`config.mk`:
```
export PLATFORM = sky130hd
export DESIGN_NAME = pwm_frame_cell
export DESIGN_NICKNAME = d
export VERILOG_FILES = /design/src/rtl/pwm_cell_pkg.sv /design/src/rtl/pwm_prog_regs.sv /design/src/rtl/pwm_frame_ctr.sv /design/src/rtl/pwm_ontime_ctr.sv /design/src/rtl/pwm_frame_cell.sv
export SDC_FILE = /design/constraint.sdc
export NUM_CORES = 1
export LEC_CHECK = 0
export ABC_AREA = 1
export BUFFER_PORTS_ARGS = -buffer_cell sky130_fd_sc_hd__buf_2
export CORE_UTILIZATION = 62
export DETAILED_ROUTE_END_ITERATION = 8
export PLACE_DENSITY = 0.84
export SLEW_MARGIN = 20
export SYNTH_ARGS = -nofsm -noshare
export SYNTH_HDL_FRONTEND = slang
export SYNTH_HIERARCHICAL = 1
export SYNTH_SLANG_ARGS = --single-unit
```
`constraint.sdc`:
```
create_clock -name clk -period 3.15 [get_ports clk]
set_clock_uncertainty 0.1 [all_clocks]
set_input_delay 0.945 -clock clk [delete_from_list [all_inputs] [get_ports clk]]
set_output_delay 0.945 -clock clk [all_outputs]
set_load 0.02 [all_outputs]
```
`src/rtl/pwm_cell_pkg.sv`:
```
// Package: shared definitions for the frame-based PWM cell.
// Assumes: nothing beyond a 1-bit write select.
package pwm_cell_pkg;
    // Write target selected by wr_sel
    typedef enum logic {
        SEL_FRAME  = 1'b0,
        SEL_ONTIME = 1'b1
    } wr_target_e;
endpackage

```
`src/rtl/pwm_prog_regs.sv`:
```
// Module: holding registers for frame length and on-time.
// Assumes: writes land on the clock edge and are independent of enable;
// the counters sample these registers only when they reload.
module pwm_prog_regs
    import pwm_cell_pkg::*;
#(
    parameter int W = 32
) (
    input  logic         clk,
    input  logic         rst_n,
    input  logic         wr_en,
    input  logic         wr_sel,
    input  logic [W-1:0] wr_data,
    output logic [W-1:0] frame_q,
    output logic [W-1:0] ontime_q
);
    // Capture writes into the selected holding register
    always_ff @(posedge clk) begin
        if (!rst_n) begin
            frame_q  <= '0;
            ontime_q <= '0;
        end else if (wr_en) begin
            if (wr_sel == SEL_ONTIME) ontime_q <= wr_data;
            else                      frame_q  <= wr_data;
        end
    end

    // a write without a strobe leaves both registers unchanged
    a_r8_hold_without_write: assert property (@(posedge clk) disable iff (!rst_n)
        !wr_en |=> ($stable(frame_q) && $stable(ontime_q)));
endmodule

```
`src/rtl/pwm_frame_ctr.sv`:
```
// Module: frame down-counter X; decides when the cell reloads.
// Assumes: reload happens on an enabled edge with X at zero or force asserted.
module pwm_frame_ctr #(
    parameter int W = 32
) (
    input  logic         clk,
    input  logic         rst_n,
    input  logic         en,
    input  logic         force_reload,
    input  logic [W-1:0] frame_q,
    output logic [W-1:0] x_q,
    output logic         reload
);
    localparam logic [W-1:0] ONE = {{(W-1){1'b0}}, 1'b1};

    // Reload request for both counters
    always_comb reload = en && ((x_q == '0) || force_reload);

    // Step the frame counter
    always_ff @(posedge clk) begin
        if (!rst_n)      x_q <= '0;
        else if (reload) x_q <= frame_q;
        else if (en)     x_q <= x_q - ONE;
    end

    // a nonzero counter steps down by one without a force
    a_r2_decrement: assert property (@(posedge clk) disable iff (!rst_n)
        (en && !force_reload && x_q != '0) |=> (x_q == $past(x_q) - ONE));

    // frozen while enable is low
    a_r6_freeze_x: assert property (@(posedge clk) disable iff (!rst_n)
        !en |=> $stable(x_q));
endmodule

```
`src/rtl/pwm_ontime_ctr.sv`:
```
// Module: on-time down-counter Y; saturates at zero between reloads.
// Assumes: reload already includes the enable qualification.
module pwm_ontime_ctr #(
    parameter int W = 32
) (
    input  logic         clk,
    input  logic         rst_n,
    input  logic         en,
    input  logic         reload,
    input  logic [W-1:0] ontime_q,
    output logic [W-1:0] y_q
);
    localparam logic [W-1:0] ONE = {{(W-1){1'b0}}, 1'b1};

    // Step the on-time counter, holding at zero
    always_ff @(posedge clk) begin
        if (!rst_n)                 y_q <= '0;
        else if (reload)            y_q <= ontime_q;
        else if (en && y_q != '0)   y_q <= y_q - ONE;
    end

    // zero holds until a reload
    a_r3_hold_zero: assert property (@(posedge clk) disable iff (!rst_n)
        (!reload && y_q == '0) |=> (y_q == '0));

    // a reload takes the programmed on-time
    a_r1_load_ontime: assert property (@(posedge clk) disable iff (!rst_n)
        reload |=> (y_q == $past(ontime_q)));

    // frozen while enable is low
    a_r6_freeze_y: assert property (@(posedge clk) disable iff (!rst_n)
        !en |=> $stable(y_q));
endmodule

```
`src/rtl/pwm_frame_cell.sv`:
```
// Module: top of the frame-based PWM cell.
// Assumes: one pin per instance; the pin follows the on-time counter.
module pwm_frame_cell #(
    parameter int W = 32
) (
    input  logic         clk,
    input  logic         rst_n,
    input  logic         en,
    input  logic         force_reload,
    input  logic         wr_en,
    input  logic         wr_sel,
    input  logic [W-1:0] wr_data,
    output logic         pin_out
);
    logic [W-1:0] frame_q;
    logic [W-1:0] ontime_q;
    logic [W-1:0] x_q;
    logic [W-1:0] y_q;
    logic         reload;

    pwm_prog_regs #(.W(W)) u_regs (
        .clk(clk), .rst_n(rst_n), .wr_en(wr_en), .wr_sel(wr_sel),
        .wr_data(wr_data), .frame_q(frame_q), .ontime_q(ontime_q)
    );

    pwm_frame_ctr #(.W(W)) u_xctr (
        .clk(clk), .rst_n(rst_n), .en(en), .force_reload(force_reload),
        .frame_q(frame_q), .x_q(x_q), .reload(reload)
    );

    pwm_ontime_ctr #(.W(W)) u_yctr (
        .clk(clk), .rst_n(rst_n), .en(en), .reload(reload),
        .ontime_q(ontime_q), .y_q(y_q)
    );

    // Pin is high while on-time remains
    always_comb pin_out = (y_q != '0);

    // a reload takes the programmed frame length
    a_r1_load_frame: assert property (@(posedge clk) disable iff (!rst_n)
        reload |=> (x_q == $past(frame_q)));

    // a zero on-time reload leaves the pin low
    a_r9_zero_ontime: assert property (@(posedge clk) disable iff (!rst_n)
        (reload && ontime_q == '0) |=> !pin_out);

    // pin steady while disabled
    a_r6_pin_steady: assert property (@(posedge clk) disable iff (!rst_n)
        !en |=> $stable(pin_out));
endmodule

```
==> impl_metrics.env, run 1 <==
export IMPL_die_x_um=113
export IMPL_drive_gt1_frac=0.0842
export IMPL_hold_buffers=0
export IMPL_die_area_mm2=0.0128
export IMPL_finalHoldViolations=0
export IMPL_die_y_um=113
export IMPL_final_max_slew_violation_count=0
export IMPL_syn_nets=1334
export IMPL_pwr_share_seq=0.330
export IMPL_core_area_mm2=0.0121
export IMPL_crit_buf_inv=1
export IMPL_start_util=0.637
export IMPL_drtIter0Drc=967
export IMPL_crit_top_cell="nor2_1"
export IMPL_setup_tns_ns=0
export IMPL_cp_start_kind="flip-flop"
export IMPL_p_leak_nw=4.17
export IMPL_synthToLayoutAreaGrowth_pct=10.6
export IMPL_max_cap_violations=0
export IMPL_synth_seq_area_share=0.333
export IMPL_placed_cells=1456
export IMPL_clock_power_share=0.342
export IMPL_grt_ovfl_total=0
export IMPL_avgSynthCellArea_um2=5.94
export IMPL_antenna_cells=0
export IMPL_cp_cell_sequence="nor2_1 > nand4_1 > nor2_1 > nand2_1 > buf_2"
export IMPL_path_delay_family="simple AND/OR/NAND/NOR gates"
export IMPL_final_cell_count_no_fill=1487
export IMPL_synthCells=1293
export IMPL_p_comb_frac=0.328
export IMPL_synth_seq_cells=128
export IMPL_place_congestion=0.946
export IMPL_dr_pass1_iters=6
export IMPL_slowest_stage="dfxtp_1"
export IMPL_cts_tree="done"
export IMPL_clock_fmax_mhz=395
export IMPL_worstPathRequired_ns=2.10
export IMPL_fillers=1101
export IMPL_num_io_pins=39
export IMPL_yosysTopAreaCellShare=0.333
export IMPL_vias_per_cell=5.40
export IMPL_cts_resized=0
export IMPL_hpwl_um=14000
export IMPL_track_usage=0.325
export IMPL_crit_fanout=5
export IMPL_final_nets=1348
export IMPL_arrival_ns=1.49
export IMPL_status="finished clean"
export IMPL_grt_pass1_vias=7009
export IMPL_maxSlewHeadroom=0.358
export IMPL_post_cts_setup_buffers=0
export IMPL_cp_end_kind="primary output"
export IMPL_clk_pin_slew_worst_paths_ns=0.05
export IMPL_powerDensity_mw_per_mm2=698
export IMPL_yosysWarnings=6
export IMPL_cts_made_buffers=17
export IMPL_rsz0062_at_grt="no"
export IMPL_hp_class="reg -> reg"
export IMPL_setup_viol=0
export IMPL_cts_sinks=128
export IMPL_finalCritPeriodShare=0.805
export IMPL_finalWorstSetupSlack_ns=0.616
export IMPL_p_int_mw=3.72
export IMPL_root_buffer="clkbuf_16"
export IMPL_clock_latency_ns=0.42
export IMPL_htreeDepth=4
export IMPL_avgRoutedWirePerCell_um=13.6
export IMPL_grt_pass1_wl_um=33200
export IMPL_switching_share=0.373
export IMPL_postLayoutCoreUtil=0.704
export IMPL_wirelength_um=20200
export IMPL_yosys_area_top_type="dfxtp_1"
export IMPL_grt_antenna_before_repair=0
export IMPL_tightest_slew_ns=0.962
export IMPL_vdd_drop_max_v=0.000479
export IMPL_netlist_area_mm2=0.00768
export IMPL_power_switching_mw=2.21
export IMPL_place_ws_ns=0.643
export IMPL_period_needed_ns=2.53
export IMPL_antenna_left=0
export IMPL_criticalPathCategory="reg -> out"
export IMPL_synth_area_leaders="dfxtp_1, nand2_1, nor2_1"
export IMPL_num_vias=8035
export IMPL_drc_errors=0
export IMPL_cts_buffer_depth=2
export IMPL_slowest_delay_ns=0.37
export IMPL_synth_distinct_cells=33
export IMPL_io_buffers=38
export IMPL_rows=40
export IMPL_grt_max_degree=67
==> path summary, 6_finish.rpt <==
check / startpoint / to / slack, ns / depth (start not counted)
worst min register to register: u_regs/frame_q[2]$_SDFFE_PN0P_ / u_regs/frame_q[2]$_SDFFE_PN0P_ / 0.38 / 2
worst max register to register: u_yctr/y_q[0]$_SDFFE_PN0P_ / u_yctr/y_q[6]$_SDFFE_PN0P_ / 0.67 / 10
worst max-delay path: u_yctr/y_q[3]$_SDFFE_PN0P_ / pin_out / 0.62 / 5
worst min-delay path: u_regs/frame_q[2]$_SDFFE_PN0P_ / u_regs/frame_q[2]$_SDFFE_PN0P_ / 0.38 / 2
==> layout make-up <==
| type | instances | area (µm²) | share of cell area |
|---|---|---|---|
| flip-flops and latches | 128 | 2560 | 0.302 |
| repair buffers | 50 | 280 | 0.0330 |
| well taps | 168 | 210 | 0.0247 |
| clock inverters | 10 | 135 | 0.0159 |
| inverters | 161 | 606 | 0.0713 |
| clock buffers | 21 | 470 | 0.0554 |
| multi-input cells | 949 | 4230 | 0.498 |
==> cells in the final DEF (no fill, tap or decap), types with 2 or more instances in the layout <==
master	instances
nor2_4	5
clkbuf_8	3
bufinv_16	3
dfxtp_1	128
buf_2	38
or2_2	4
clkinv_4	2
nand3_1	123
nand2_1	343
nor2_1	256
inv_1	158
xnor2_1	3
o21ai_0	63
nand2_2	6
o21ai_4	2
and2_1	2
nor2_2	7
clkbuf_16	17
a21oi_1	93
nand3b_1	2
ha_1	3
nand4_1	11
nand2_4	3
nor3_1	3
clkinv_2	5
buf_4	12
xor2_1	15
==> Yosys cell counts, drive strengths merged <==
master  count
or2         4
xnor2       3
clkbuf     21
inv       159
buf        34
xor2       15
nand4      11
nand3b      2
nand2     352
nor3        4
and2        2
clkinv      2
a21oi      93
nand3     123
nor2      269
dfxtp     128
a21boi      1
o21bai      1
ha          3
o21ai      66
==> routing by layer <==
layer / vias up / wire length (µm) / track usage
met5: - / 0 / 0
met4: 0 / 303 / 0.0921
met3: 32 / 1350 / 0.0578
met2: 289 / 9120 / 0.524
met1: 3663 / 9410 / 0.445
li1: 4051 / - / -
==> stage by stage <==
| stage | hold WS, ns | cell area [µm²] | total power, mW |
|---|---|---|---|
| finish | 0.379 | 8490 | 5.93 |
| global route | 0.405 | 8490 | 6.29 |
| CTS | 0.384 | 8490 | 5.90 |
| detailed placement | 0.369 | 7890 | 3.87 |
| global placement | 0.362 | 7890 | 3.84 |
| floorplan | 0.346 | 7680 | 3.44 |
==> cell families (layout without fill, tap and decap cells) <==
kind of cell | count (synthesis) | in the layout | share of synthesized area
adders and majority gates | 3 | 3 | 0.00489
buffers and inverters | 216 | 242 | 0.116
DFF | 128 | 128 | 0.333
and+or+nand+nor | 767 | 767 | 0.417
xor gates and xnor gates | 18 | 18 | 0.0205
AOI/OAI and AO/OA | 161 | 161 | 0.108
==> sequential cells by signal, summed over array words and instances, names as in the netlist <==
| signal | flops |
|---|---|
| u_xctr/x_q | 32 |
| u_yctr/y_q | 32 |
| u_regs/ontime_q | 32 |
| u_regs/frame_q | 32 |
==> power by group through the flow <==
stage / logic, mW / registers (mW) / clock network (mW)
3_5_place_dp: 1.89 / 1.98 / 0
6_report: 1.94 / 1.96 / 2.03
3_3_place_gp: 1.86 / 1.98 / 0
5_1_grt: 2.20 / 1.98 / 2.11
4_1_cts: 1.91 / 1.95 / 2.04
2_1_floorplan: 1.51 / 1.93 / 0
==> worst reg2reg max path, stage by stage, from the launching register on <==
cell      delay (ns)
dfxtp_1         0.32
inv_1           0.13
ha_1            0.33
nand2_4         0.11
nor2_8          0.16
nand2_4         0.07
o21ai_4         0.41
nand2_4         0.24
clkinv_2        0.26
nand2_1         0.11
a21oi_1         0.16
No activity file was read; power rests on OpenSTA's default activity.
==> run 2: changes to the inputs <==
- ABC_AREA: 1 -> 0
- CORE_UTILIZATION: 62 -> 61
- PLACE_DENSITY: 0.84 -> 0.83
- clock period: 3.15 -> 2.4 ns (I/O delays scaled with it)
==> impl_metrics.env, run 2 <==
export IMPL_status="finished with violations"
export IMPL_violations="negative setup slack"
export IMPL_clock_latency_ns=0.54
export IMPL_synth_compound_area_share=0.171
export IMPL_postLayoutCoreUtil=0.771
export IMPL_synth_seq_cells=128
export IMPL_synth_seq_area_share=0.378
export IMPL_setup_viol=19
export IMPL_antenna_cells=0
export IMPL_p_leak_nw=3.25
export IMPL_die_area_mm2=0.0115
export IMPL_cts_sinks=128
export IMPL_htreeDepth=4
export IMPL_die_y_um=107
export IMPL_synthToLayoutAreaGrowth_pct=23.3
export IMPL_synth_area_leaders="dfxtp_1, mux2i_1, nand2_1"
export IMPL_finalWorstSetupSlack_ns=-0.251
export IMPL_avgRoutedWirePerCell_um=20.5
export IMPL_dr_pass1_iters=5
export IMPL_hp_class="reg -> reg"
export IMPL_grt_pass1_vias=6322
export IMPL_grt_max_degree=95
export IMPL_drtIter0Drc=822
export IMPL_multi_input_area_mm2=0.00403
export IMPL_vias_per_cell=6.69
export IMPL_muxShareOfSynthArea=0.121
export IMPL_place_ws_ns=0.0300
export IMPL_yosys_area_share_simple=0.257
export IMPL_root_buffer="clkbuf_8"
export IMPL_yosysWarnings=6
export IMPL_grt_antenna_before_repair=0
export IMPL_cts_made_buffers=17
export IMPL_fillers=722
export IMPL_cp_start_kind="flip-flop"
export IMPL_cts_tree="done"
export IMPL_grt_ovfl_total=0
export IMPL_avgSynthCellArea_um2=8.69
export IMPL_synth_distinct_cells=77
export IMPL_period_needed_ns=2.65
export IMPL_grt_pass1_wl_um=31800
export IMPL_crit_buf_inv=2
export IMPL_track_usage=0.358
export IMPL_rsz0062_at_grt="yes"
export IMPL_place_congestion=0.990
export IMPL_netlist_top_cells_count="nand2_1, dfxtp_1, mux2i_1, o21ai_0, a31oi_1"
export IMPL_num_vias=6805
export IMPL_yosysTopAreaCellShare=0.378
export IMPL_final_max_slew_violation_count=0
export IMPL_finalCritPeriodShare=1.10
export IMPL_arrival_ns=1.83
export IMPL_syn_nets=821
export IMPL_io_buffers=38
export IMPL_cts_buffer_depth=2
export IMPL_synth_top_family_by_area="simple AND/OR/NAND/NOR gates"
export IMPL_wirelength_um=20900
export IMPL_yosys_area_top_type="dfxtp_1"
export IMPL_slowest_stage="dfxtp_2"
export IMPL_synthCells=780
export IMPL_clk_pin_slew_worst_paths_ns=0.06
export IMPL_core_area_mm2=0.0108
export IMPL_clock_fmax_mhz=377
export IMPL_start_util=0.626
export IMPL_crit_top_cell="buf_6"
export IMPL_final_cell_count_no_fill=1017
export IMPL_num_io_pins=39
export IMPL_cp_end_kind="primary output"
export IMPL_synthXorXnorAreaFrac=0.00775
export IMPL_worstPathRequired_ns=1.58
export IMPL_criticalPathCategory="reg -> out"
export IMPL_synth_fa_ha_area_frac=0.00554
export IMPL_final_nets=905
export IMPL_synth_edff_count=0
export IMPL_crit_fanout=2
export IMPL_hpwl_um=13300
export IMPL_synthMostInstantiatedCell="nand2_1"
export IMPL_finalHoldViolations=0
export IMPL_vdd_drop_max_v=0.000837
export IMPL_path_delay_family="simple AND/OR/NAND/NOR gates"
export IMPL_die_x_um=107
export IMPL_drc_errors=0
export IMPL_powerDensity_mw_per_mm2=998
export IMPL_rows=38
export IMPL_max_cap_violations=0
export IMPL_antenna_left=0
export IMPL_netlist_area_mm2=0.00678
export IMPL_r2r_setup_slack_ns=-0.14
export IMPL_synth_top_flop_cell="dfxtp_1"
export IMPL_async_flop_share=0
export IMPL_most_common_layout_cells="nand2_1, dfxtp_1, mux2i_1"
export IMPL_layout_commonest_cell="nand2_1"
export IMPL_tightest_slew_ns=0.649
export IMPL_placed_cells=972
export IMPL_final_seq_area_mm2=0.00257
export IMPL_cp_cell_sequence="buf_6 > nor4_4 > nand4_1 > or2_1 > buf_6"
export IMPL_drive_gt1_frac=0.255
export IMPL_slowest_delay_ns=0.33
export IMPL_maxSlewHeadroom=0.564
==> run 2: per-stage QoR <==
step	power (mW)	area, µm²	setup TNS [ns]	hold WS [ns]
after detailed placement	5.36	7420	0	0.346
after global routing	8.67	8360	-3.36	0.374
final	8.34	8360	-1.92	0.359
after floorplan	4.44	6800	-0.0662	0.330
after CTS	7.97	8120	-0.968	0.353
after global placement	5.26	7420	0	0.342
==> run 2: per-layer routing <==
metal,vias up,GRT usage,share of wire
met5,-,0,0
met4,0,0.171,0.038
met3,79,0.0805,0.089
met2,424,0.572,0.47
met1,3199,0.456,0.40
li1,3103,-,-
==> run 2: layout make-up <==
cell class                 count  area share
tap                          140      0.0209
sequential                   128       0.307
clock buffer                  20      0.0545
inverter                      13     0.00599
timing repair buffer         120       0.114
multi-input combinational    584       0.482
clock inverter                12      0.0159
==> run 2: logic make-up (layout without fill, tap and decap cells) <==
family                   Yosys count  count (layout)
multiplexers                      81              81
XOR/XNOR                           6               6
adder cells (fa/ha/maj)            3               3
AND/OR/NAND/NOR                  321             321
AO/OA/AOI/OAI                    173             173
buffers and inverters             68             165
flip-flops                       128             128
==> run 2: worst paths after layout <==
check | start | end | cells after the start
setup / recovery | u_yctr/y_q[10]$_SDFFE_PN0P_ | pin_out | 5
hold / removal | u_regs/ontime_q[10]$_SDFFE_PN0P_ | u_regs/ontime_q[10]$_SDFFE_PN0P_ | 2
setup reg to reg | u_yctr/y_q[12]$_SDFFE_PN0P_ | u_yctr/y_q[23]$_SDFFE_PN0P_ | 6
hold reg to reg | u_regs/ontime_q[10]$_SDFFE_PN0P_ | u_regs/ontime_q[10]$_SDFFE_PN0P_ | 2
==> run 2: repair_timing <==
action,in CTS,in global routing
resized for setup,8,40
endpoints found under the setup margin,3,35
pin swaps,6,18
buffers inserted,2,9
cloned,2,1
hold buffers,0,0
==> run 2: worst min-delay path, delay by kind of cell (launching register included) <==
kind,cells,cell delay [ns]
DFF,1,0.30
muxes,1,0.05
and+or+nand+nor,1,0.05
==> run 2: power by group <==
part	internal [mW]	switching (mW)
registers	2.36	0.272
logic	1.37	1.78
clock network	1.56	0.992
==> run 3: changes to the inputs <==
- CORE_UTILIZATION: 61 -> 44
- PLACE_DENSITY: 0.83 -> 0.64
==> impl_metrics.env, run 3 (synthesized netlist as in run 2, its figures left out) <==
export IMPL_status="finished with violations"
export IMPL_violations="design-rule violations, negative setup slack"
export IMPL_dr_pass1_iters=9
export IMPL_grt_antenna_before_repair=0
export IMPL_cp_end_kind="flip-flop"
export IMPL_postLayoutCoreUtil=0.552
export IMPL_cts_buffer_depth=2
export IMPL_placed_cells=1016
export IMPL_worstPathRequired_ns=2.61
export IMPL_grt_pass1_vias=6177
export IMPL_final_max_slew_violation_count=0
export IMPL_drc_errors=1
export IMPL_arrival_ns=2.74
export IMPL_num_vias=6432
export IMPL_worstHoldPathCells=2
export IMPL_place_ws_ns=-0.0108
export IMPL_start_util=0.448
export IMPL_final_nets=897
export IMPL_grt_pass1_wl_um=31400
export IMPL_vias_per_cell=6.09
export IMPL_r2r_setup_slack_ns=-0.13
export IMPL_die_x_um=126
export IMPL_setup_tns_ns=-1.39
export IMPL_powerDensity_mw_per_mm2=976
export IMPL_cts_sinks=128
export IMPL_die_area_mm2=0.0159
export IMPL_core_area_mm2=0.0151
export IMPL_die_y_um=126
export IMPL_crit_top_cell="or4_4"
export IMPL_criticalPathCategory="reg -> reg"
export IMPL_io_buffers=38
export IMPL_cp_start_kind="flip-flop"
export IMPL_maxSlewHeadroom=0.533
export IMPL_tightest_slew_ns=0.698
export IMPL_place_area_mm2=0.00746
export IMPL_slowest_delay_ns=0.58
export IMPL_drtIter0Drc=607
export IMPL_r2r_worst_path_cells=7
export IMPL_min_to="u_regs/frame_q[12]$_SDFFE_PN0P_"
export IMPL_hp_start="u_regs/frame_q[12]$_SDFFE_PN0P_"
export IMPL_synthToLayoutAreaGrowth_pct=23.3
export IMPL_fillers=1344
export IMPL_place_congestion=0.931
export IMPL_root_buffer="clkbuf_16"
export IMPL_setup_viol=19
export IMPL_antenna_left=0
export IMPL_htreeDepth=4
export IMPL_max_cap_violations=0
export IMPL_wirelength_um=19800
export IMPL_path_delay_family="simple AND/OR/NAND/NOR gates"
export IMPL_cp_cell_sequence="or4_4 > or4_4 > o31ai_4 > buf_6 > buf_12 > nand2_2 > a41o_1"
export IMPL_crit_buf_inv=2
export IMPL_most_common_layout_cells="nand2_1, dfxtp_1, mux2i_1"
export IMPL_crit_fanout=7
export IMPL_finish_instance_area_mm2=0.00836
export IMPL_cts_made_buffers=17
export IMPL_rsz0062_at_grt="yes"
export IMPL_grt_max_degree=140
export IMPL_p_leak_nw=3.19
export IMPL_antenna_cells=0
export IMPL_finalHoldViolations=0
export IMPL_rows=45
export IMPL_vdd_drop_max_v=0.000607
export IMPL_clock_latency_ns=0.42
export IMPL_finalCritPeriodShare=1.06
export IMPL_final_cell_count_no_fill=1057
export IMPL_clock_fmax_mhz=395
export IMPL_finalWorstSetupSlack_ns=-0.132
export IMPL_drive_gt1_frac=0.257
export IMPL_hpwl_um=13500
export IMPL_slowest_stage="or4_4"
export IMPL_regToRegStartpoint="u_yctr/y_q[22]$_SDFFE_PN0P_"
export IMPL_hp_class="reg -> reg"
export IMPL_grt_ovfl_total=0
export IMPL_clk_pin_slew_worst_paths_ns=0.06
export IMPL_num_io_pins=39
export IMPL_avgRoutedWirePerCell_um=18.7
export IMPL_track_usage=0.251
export IMPL_period_needed_ns=2.53
export IMPL_layout_commonest_cell="nand2_1"
export IMPL_cts_tree="done"
export IMPL_r2r_end="u_yctr/y_q[1]$_SDFFE_PN0P_"
-- run 3: cell type report --
cell class              instances  area [µm²]  area share
flip-flops and latches        128        2570       0.308
multi-input cells             584        4060       0.485
clock inverters                14         141      0.0169
well taps                     188         235      0.0281
repair buffers                112         867       0.104
clock buffers                  18         439      0.0525
inverters                      13        50.0     0.00598
-- run 3: metal layers --
layer	share of wire	vias to the layer above	track usage
met3	0.047	25	0.0476
met2	0.47	185	0.404
met5	0	-	0
li1	-	3079	-
met1	0.47	3143	0.336
met4	0.016	0	0.0865
-- run 3: worst max-delay path by stage --
stage,startpoint,to,slack (ns),cells past startpoint
3_5_place_dp,u_xctr/x_q[19]$_SDFFE_PN0P_,u_yctr/y_q[11]$_SDFFE_PN0P_,-0.01,8
6_report,u_yctr/y_q[22]$_SDFFE_PN0P_,u_yctr/y_q[1]$_SDFFE_PN0P_,-0.13,7
2_1_floorplan,u_yctr/y_q[12]$_SDFFE_PN0P_,u_yctr/y_q[1]$_SDFFE_PN0P_,-0.06,7
5_1_grt,u_yctr/y_q[18]$_SDFFE_PN0P_,pin_out,-0.17,5
4_1_cts,u_yctr/y_q[10]$_SDFFE_PN0P_,pin_out,-0.1,5
3_3_place_gp,u_xctr/x_q[19]$_SDFFE_PN0P_,u_yctr/y_q[11]$_SDFFE_PN0P_,-0.01,8
-- run 3: per-stage QoR --
stage,hold slack [ns],power (mW)
floorplan,0.330,4.44
global placement,0.341,5.32
detailed placement,0.348,5.37
CTS,0.356,7.99
global route,0.376,8.58
finish,0.354,8.16
-- run 3: worst reg2reg max path, delay by kind of cell (launching register included) --
| kind | cells | cell delay (ns) |
|---|---|---|
| compound gates | 2 | 0.51 |
| buf+inv | 2 | 0.29 |
| flops | 1 | 0.32 |
| simple gates | 3 | 1.20 |
-- run 3: timing repair --
item | CTS | global route
pin swaps | 8 | 24
setup buffers | 4 | 5
setup endpoints to repair | 4 | 29
gates resized for setup | 23 | 35
hold buffers | 0 | 0
gates cloned | 1 | 2
-- run 3: where the power goes --
group / switching (mW) / leakage [nW] / internal [mW]
Clock: 0.975 / 0.278 / 1.55
Sequential: 0.253 / 1.05 / 2.36
Combinational: 1.71 / 1.87 / 1.32
